`config.mk`:
```
export PLATFORM = sky130hd
export DESIGN_NAME = tw3_cmul
export DESIGN_NICKNAME = d
export VERILOG_FILES = /design/src/rtl/tw3_pkg.sv /design/src/rtl/tw3_rom.sv /design/src/rtl/tw3_rndsat.sv /design/src/rtl/tw3_cmul.sv
export SDC_FILE = /design/constraint.sdc
export NUM_CORES = 2
export LEC_CHECK = 0
export CELL_PAD_IN_SITES_DETAIL_PLACEMENT = 2
export CELL_PAD_IN_SITES_GLOBAL_PLACEMENT = 2
export CORE_ASPECT_RATIO = 2
export CORE_MARGIN = 4
export CORE_UTILIZATION = 39
export CTS_BUF_LIST = sky130_fd_sc_hd__clkbuf_8 sky130_fd_sc_hd__clkbuf_16
export CTS_CLUSTER_SIZE = 16
export DETAILED_ROUTE_END_ITERATION = 16
export GPL_ROUTABILITY_DRIVEN = 0
export HOLD_SLACK_MARGIN = 0.1
export PLACE_DENSITY_LB_ADDON = 0.08
export SLEW_MARGIN = 10
export SYNTH_ARGS = -nofsm -noshare
export SYNTH_HDL_FRONTEND = slang
export SYNTH_HIERARCHICAL = 1
export SYNTH_SLANG_ARGS = --single-unit
```
`constraint.sdc`:
```
create_clock -name clk -period 5.8 [get_ports clk]
set_input_delay 1.16 -clock clk [delete_from_list [all_inputs] [get_ports clk]]
set_output_delay 1.16 -clock clk [all_outputs]
set_load 0.02 [all_outputs]
```
`src/rtl/tw3_pkg.sv`:
```
package tw3_pkg;

   localparam real TW3_PI = 3.14159265358979323846;

   // nearest integer, halves upward
   function automatic longint tw3_round(real v);
      return longint'($rtoi($floor(v + 0.5)));
   endfunction

   // symmetric clamp to a signed width
   function automatic longint tw3_clamp(longint v, int w);
      longint lim;
      lim = (longint'(1) <<< (w - 1)) - 1;
      if (v > lim) return lim;
      if (v < -lim) return -lim;
      return v;
   endfunction

   function automatic longint tw3_cos_coef(int k, int n, int w);
      real amp;
      amp = real'(longint'(1) <<< (w - 1));
      return tw3_clamp(tw3_round(amp * $cos(2.0 * TW3_PI * real'(k) / real'(n))), w);
   endfunction

   function automatic longint tw3_sin_coef(int k, int n, int w);
      real amp;
      amp = real'(longint'(1) <<< (w - 1));
      return tw3_clamp(tw3_round(-amp * $sin(2.0 * TW3_PI * real'(k) / real'(n))), w);
   endfunction

endpackage

```
`src/rtl/tw3_rom.sv`:
```
module tw3_rom #(
   parameter int NPTS = 16,
   parameter int CW   = 16,
   parameter int IDXW = 4
) (
   input  logic [IDXW-1:0]       idx,
   output logic signed [CW-1:0]  coef_c,
   output logic signed [CW:0]    coef_sum,
   output logic signed [CW:0]    coef_dif
);
   localparam int KW = CW + 1;

   logic signed [CW-1:0] tab_c   [NPTS];
   logic signed [KW-1:0] tab_sum [NPTS];
   logic signed [KW-1:0] tab_dif [NPTS];

   for (genvar k = 0; k < NPTS; k++) begin : g_ent
      localparam longint CK = tw3_pkg::tw3_cos_coef(k, NPTS, CW);
      localparam longint SK = tw3_pkg::tw3_sin_coef(k, NPTS, CW);
      assign tab_c[k]   = CW'(CK);
      assign tab_sum[k] = KW'(CK + SK);
      assign tab_dif[k] = KW'(CK - SK);
   end

   assign coef_c   = tab_c[idx];
   assign coef_sum = tab_sum[idx];
   assign coef_dif = tab_dif[idx];
endmodule

```
`src/rtl/tw3_rndsat.sv`:
```
module tw3_rndsat #(
   parameter int IN_W     = 34,
   parameter int SHIFT    = 15,
   parameter int OUT_W    = 16,
   parameter bit SATURATE = 1'b1
) (
   input  logic signed [IN_W-1:0]  din,
   output logic signed [OUT_W-1:0] dout
);
   localparam int XW = IN_W + 1;
   localparam logic signed [XW-1:0] HALF = XW'(longint'(1) <<< (SHIFT - 1));
   localparam logic signed [XW-1:0] MAXV = XW'((longint'(1) <<< (OUT_W - 1)) - 1);
   localparam logic signed [XW-1:0] MINV = XW'(-(longint'(1) <<< (OUT_W - 1)));

   if (SHIFT < 1 || SHIFT >= IN_W) begin : g_bad_shift
      $error("tw3_rndsat: SHIFT out of range");
   end

   logic signed [XW-1:0] biased;
   logic signed [XW-1:0] scaled;

   assign biased = XW'(din) + HALF;
   assign scaled = biased >>> SHIFT;

   if (SATURATE) begin : g_sat
      always_comb begin
         if (scaled > MAXV)      dout = OUT_W'(MAXV);
         else if (scaled < MINV) dout = OUT_W'(MINV);
         else                    dout = OUT_W'(scaled);
      end
   end else begin : g_wrap
      assign dout = OUT_W'(scaled);
   end
endmodule

```
`src/rtl/tw3_cmul.sv`:
```
module tw3_cmul #(
   parameter int DW       = 16,
   parameter int CW       = 16,
   parameter int NPTS     = 16,
   parameter int IDXW     = $clog2(NPTS),
   parameter bit SATURATE = 1'b1
) (
   input  logic                  clk,
   input  logic                  rst,
   input  logic                  in_valid,
   input  logic signed [DW-1:0]  in_re,
   input  logic signed [DW-1:0]  in_im,
   input  logic [IDXW-1:0]       in_idx,
   input  logic                  in_inv,
   output logic                  out_valid,
   output logic signed [DW-1:0]  out_re,
   output logic signed [DW-1:0]  out_im
);
   localparam int KW   = CW + 1;        // width of C+S and C-S
   localparam int DXW  = DW + 1;        // width of X-Y
   localparam int PW   = DW + CW + 1;   // product width
   localparam int SW   = PW + 1;        // sum width
   localparam int FRAC = CW - 1;        // coefficient fraction bits

   if (DW < 4 || DW > 30) begin : g_bad_dw
      $error("tw3_cmul: DW must lie in 4..30");
   end
   if (CW < 4 || CW > 30) begin : g_bad_cw
      $error("tw3_cmul: CW must lie in 4..30");
   end
   if ((1 << IDXW) != NPTS) begin : g_bad_npts
      $error("tw3_cmul: NPTS must equal 2**IDXW");
   end

   // table lookup
   logic signed [CW-1:0] rom_c;
   logic signed [KW-1:0] rom_sum;
   logic signed [KW-1:0] rom_dif;

   tw3_rom #(.NPTS(NPTS), .CW(CW), .IDXW(IDXW)) u_rom (
      .idx      (in_idx),
      .coef_c   (rom_c),
      .coef_sum (rom_sum),
      .coef_dif (rom_dif)
   );

   // stage 1: operands and coefficients, conjugate by swapping sums
   logic                  s1_v;
   logic signed [DW-1:0]  s1_x, s1_y;
   logic signed [DXW-1:0] s1_d;
   logic signed [CW-1:0]  s1_c;
   logic signed [KW-1:0]  s1_kx, s1_ky;

   always_ff @(posedge clk) begin
      if (rst) s1_v <= 1'b0;
      else     s1_v <= in_valid;
   end

   always_ff @(posedge clk) begin
      if (in_valid) begin
         s1_x  <= in_re;
         s1_y  <= in_im;
         s1_d  <= DXW'(in_re) - DXW'(in_im);
         s1_c  <= rom_c;
         s1_kx <= in_inv ? rom_dif : rom_sum;
         s1_ky <= in_inv ? rom_sum : rom_dif;
      end
   end

   // stage 2: the three real products
   logic                 s2_v;
   logic signed [PW-1:0] s2_z, s2_pr, s2_pi;

   always_ff @(posedge clk) begin
      if (rst) s2_v <= 1'b0;
      else     s2_v <= s1_v;
   end

   always_ff @(posedge clk) begin
      if (s1_v) begin
         s2_z  <= PW'(s1_d)  * PW'(s1_c);
         s2_pr <= PW'(s1_ky) * PW'(s1_y);
         s2_pi <= PW'(s1_kx) * PW'(s1_x);
      end
   end

   // stage 3: one add, one subtract, round and saturate
   logic signed [SW-1:0] sum_re, sum_im;
   logic signed [DW-1:0] rnd_re, rnd_im;

   assign sum_re = SW'(s2_pr) + SW'(s2_z);
   assign sum_im = SW'(s2_pi) - SW'(s2_z);

   tw3_rndsat #(.IN_W(SW), .SHIFT(FRAC), .OUT_W(DW), .SATURATE(SATURATE)) u_rs_re (
      .din  (sum_re),
      .dout (rnd_re)
   );

   tw3_rndsat #(.IN_W(SW), .SHIFT(FRAC), .OUT_W(DW), .SATURATE(SATURATE)) u_rs_im (
      .din  (sum_im),
      .dout (rnd_im)
   );

   always_ff @(posedge clk) begin
      if (rst) begin
         out_valid <= 1'b0;
         out_re    <= '0;
         out_im    <= '0;
      end else begin
         out_valid <= s2_v;
         if (s2_v) begin
            out_re <= rnd_re;
            out_im <= rnd_im;
         end
      end
   end
endmodule

```
After elaboration in Yosys (flattened, before gate mapping) --
Memory sizes are Yosys's and may differ from the RTL's. A register that Yosys moved wholly into a read port is not among the register bits. Index checks and enable logic that the tools add are counted.
Word-level totals: register bits after elaboration 217, memory bits (read-only) 800, input bits 40, output and inout bits 33, word-level logic and storage cells 40, memories 3
Memories:
- (name not given) | depth 16, width 17, read ports 1, clocked after memory_dff 0, wr ports 0, line tw3_rom.sv:27 | assign coef_dif = tab_dif[idx];
- (name not given) | depth 16, width 17, read ports 1, clocked after memory_dff 0, wr ports 0, line tw3_rom.sv:26 | assign coef_sum = tab_sum[idx];
- (name not given) | depth 16, width 16, read ports 1, clocked after memory_dff 1, wr ports 0, line tw3_rom.sv:25 | assign coef_c = tab_c[idx];
Operators by class: add/subtract/negate cells 5, $mul 3, order comparisons 5, multiplexer cells 10, bitwise operators 1
Operator list (count):
- $mux 17 | 6
- $mul 17x16->33 | 3
- $add 34x16->35 const B | 2
- $mux 16 | 4
- $gt 20x16->1 const B | 2
- $lt 20x16->1 const B | 2
- $add 33x33->34 | 1
- $sub 33x33->34 | 1
- $sub 16x16->17 | 1
- $ge 5x5->1 const B | 1
- $not 4->5 | 1

Longest topological paths before layout --
depth in word-level cells 5, depth in mapped cells 25, gate-level depth less buffers 22

Hierarchy --
Netlist, hierarchy kept.
Modules (own cells, without submodules):
- tw3_cmul | times used 1, cells an instance 4351, area an instance 42373.1 µm², sequential area each 6646.4 µm²
- tw3_rndsat | times used 2, cells an instance 82, area an instance 600.6 µm², sequential area each 0.0 µm²
- tw3_rom | times used 1, cells an instance 125, area an instance 897.1 µm², sequential area each 0.0 µm²

Least setup slack after synthesis --
No wires, ideal clock.
kind reg2reg, start point reg s1_c[7], end point reg s2_z[23] (data pin), library setup time 0.261 ns, data arrival time 5.925 ns, required time 5.539 ns, path slack -0.386 ns, stages on the path, launching flop included 24, clock period less this slack 6.186 ns, path through edfxtp_1 -> clkbuf_1 -> clkbuf_1 -> nand2_1 -> fa_1 -> inv_1 -> fa_1 -> inv_1 -> fa_1 -> inv_1 -> fa_1 -> fa_1 -> inv_1 -> fa_1 -> inv_1 -> ha_1 -> clkbuf_1 -> nand4_1 -> or4_4 -> a21boi_2 -> o21ai_2 -> a21boi_2 -> nor4_1 -> a311o_1
Between the ends: cells in the longest elaborated chain, start to end 1
RTL lines:
- from (decl) | line tw3_cmul.sv:51 | logic signed [CW-1:0] s1_c;
- $mul 17x16->33 | line tw3_cmul.sv:81 | s2_z <= PW'(s1_d) * PW'(s1_c);
- to (signal assigned) | line tw3_cmul.sv:81
- to (decl) | line tw3_cmul.sv:72 | logic signed [PW-1:0] s2_z, s2_pr, s2_pi;
No other way between the ends. A chain may end at the register's enable or synchronous reset.

Worst setup path in the final report --
start point reg s1_c[6], end point reg s2_z[23] (data pin)
Same word-level chain as after synthesis.

==> flow_metrics.py <==
metrics = {
    "placement": {
        "pre_cts_ws_ns": -0.794,
        "port_buffers": 72,
        "dp_hpwl_mm": 143,
        "dpl_cell_area_um2": 50600,
    },
    "final_layout": {
        "design_area_um2": 55400,
        "nets": 6431,
        "drive_above_1_share_pct": 23.8,
        "area_growth_pct": 25.8,
    },
    "clock_network": {
        "cts-root-buf": "clkbuf_16",
        "cts_htree_levels": 1,
        "clock_path_buffers": 3,
        "clk_pin_slew_ns": 0.08,
        "numCtsBuffers": 26,
        "cts_sinks": 233,
        "clk_latency_ns": 0.61,
        "cts_tree": "built",
    },
    "setup_path": {
        "startpoint": "s1_c[6]",
        "crit_type": "flip-flop to flip-flop",
        "crit_path_start_kind": "flip-flop",
        "rr_startpoint": "s1_c[6]",
        "worstSetupEndpointType": "flip-flop",
        "path_max_fanout": 5,
        "cp.arrival_ns": 7.00,
        "required_ns": 6.15,
    },
    "global_route": {
        "grt_pass1_wl_mm": 268,
        "grt_antenna_before_repair": 10,
        "grt_usage_pct": 30.2,
        "grt_max_degree": 61,
        "grt_pass1_vias": 43900,
        "gr-total-overflow": 0,
    },
    "detailed_routing": {
        "postRouteAntennaNets": 0,
        "num_vias": 36100,
        "drt_wl_total_mm": 191,
        "drtPass1Iterations": 5,
        "drcViolationCount": 0,
        "wl_per_cell_um": 28.4,
        "drt_iter0_drc": 1601,
        "viasPerCell": 5.37,
    },
    "sta": {
        "tightestPinTransition_ns": 1.08,
        "finClkSkew_ns": 0.0158,
        "fin_crit_ns": 6.65,
        "post-route-period-util_pct": 115,
        "rsz0062_at_grt": "yes",
        "slew_violations": 0,
        "setup_violations": 56,
        "fmax_mhz": 150,
        "tns_ns": -22.62,
        "final.setup.worst_slack_ns": -0.847,
        "hold_viol": 0,
        "relSlewSlack_pct": 26.1,
    },
    "logic_synthesis": {
        "synthesis.nets": 5794,
        "yosysWarningCount": 6,
        "syn_inst": 4580,
        "netlist_area_um2": 44100,
        "syn_area_per_cell_um2": 9.63,
    },
    "die": {
        "rows": 174,
        "coreArea_um2": 112000,
        "start_util_pct": 39.2,
        "die_height_um": 483,
        "die_w_um": 246,
        "dieArea_um2": 119000,
        "num_io_pins": 73,
    },
    "worst_hold_path": {
        "hold_class": "flip-flop to flip-flop",
        "hp-start": "out_im[6]",
    },
    "run_status": {
        "violations": "negative setup slack",
        "status": "complete, but fails checks",
    },
    "job": {
        "drv_cap": 0,
    },
}
==> timing repair <==
action	4_1_cts	5_1_grt
endpoints found under the setup margin	55	62
pin swaps	184	226
buffers inserted	110	88
gates cloned	2	1
hold buffers	0	0
gates resized for setup	324	280
==> through the flow <==
stage                     util, %  hold slack (ns)  instances
after global routing         49.3            0.542       6733
after CTS                    47.9            0.507       6666
final                        49.4            0.499       6737
after global placement       45.0            0.471       6521
after detailed placement     45.0            0.489       6521
after floorplan                 -            0.583       4580
==> final timing paths <==
kind,to,slack (ns),cells past startpoint
min,out_im[6],0.50,2
max reg2reg,s2_z[23],-0.85,24
max,s2_z[23],-0.85,24
min reg2reg,out_im[6],0.50,2
==> flip-flops by register name, indices dropped and copies added (netlist names) <==
register	flops
s1_y	16
s1_d	17
s1_kx	17
s2_pr	33
s1_c	16
out_valid	1
out_re	16
s1_x	16
out_im	16
s1_ky	17
s2_z	33
s1_v	1
s2_v	1
s2_pi	33
==> final cells by class <==
class	instances	area (um2)
clock inverters	18	256
repair buffers	771	7090
inverters	1007	3790
clock buffers	30	728
flip-flops and latches	233	6650
fillers	11700	56900
well taps	1496	1870
multi-input cells	3178	35100
diodes	4	10.0
==> cells in the final DEF (no fill, tap or decap), drive strengths merged, types with 17 or more instances in the layout <==
cell type and n:
nor2b 27, nor2 158, edfxtp 198, nand3 48, clkbuf 30, a21o 50, o21a 27, xor2 48
mux2 36, mux2i 38, and4 17, buf 702, nor3 33, and2 394, o21ai 98, clkdlybuf4s50 69
nand4 23, a21oi 160, fa 831, nand2b 35, dfxtp 35, inv 1012, ha 343, xnor2 127
o21bai 20, nand2 484
==> worst max-delay path, stage by stage, from the launching register on <==
cell and delay [ns]:
edfxtp_1 0.45, buf_12 0.18, buf_12 0.12, and2_4 0.13
fa_1 0.55, inv_2 0.06, fa_1 0.47, fa_1 0.52
inv_2 0.04, fa_1 0.53, fa_1 0.59, inv_2 0.05
fa_1 0.58, inv_2 0.07, ha_4 0.22, a21o_1 0.18
a21oi_2 0.15, o21ai_2 0.09, a221oi_2 0.32, buf_4 0.21
a21boi_4 0.07, o21ai_2 0.20, a21boi_2 0.10, buf_4 0.15
a311o_1 0.34
==> metal layers <==
| layer | GRT usage [%] | share of wire [%] |
|---|---|---|
| met1 | 26.9 | 30 |
| met2 | 61.7 | 57 |
| met3 | 2.77 | 2.9 |
| met4 | 20.7 | 9.8 |
| met5 | 0 | 0.024 |
Power is not shown: default switching activity piles up to over one toggle a cycle in this logic, so the estimate is an artifact.
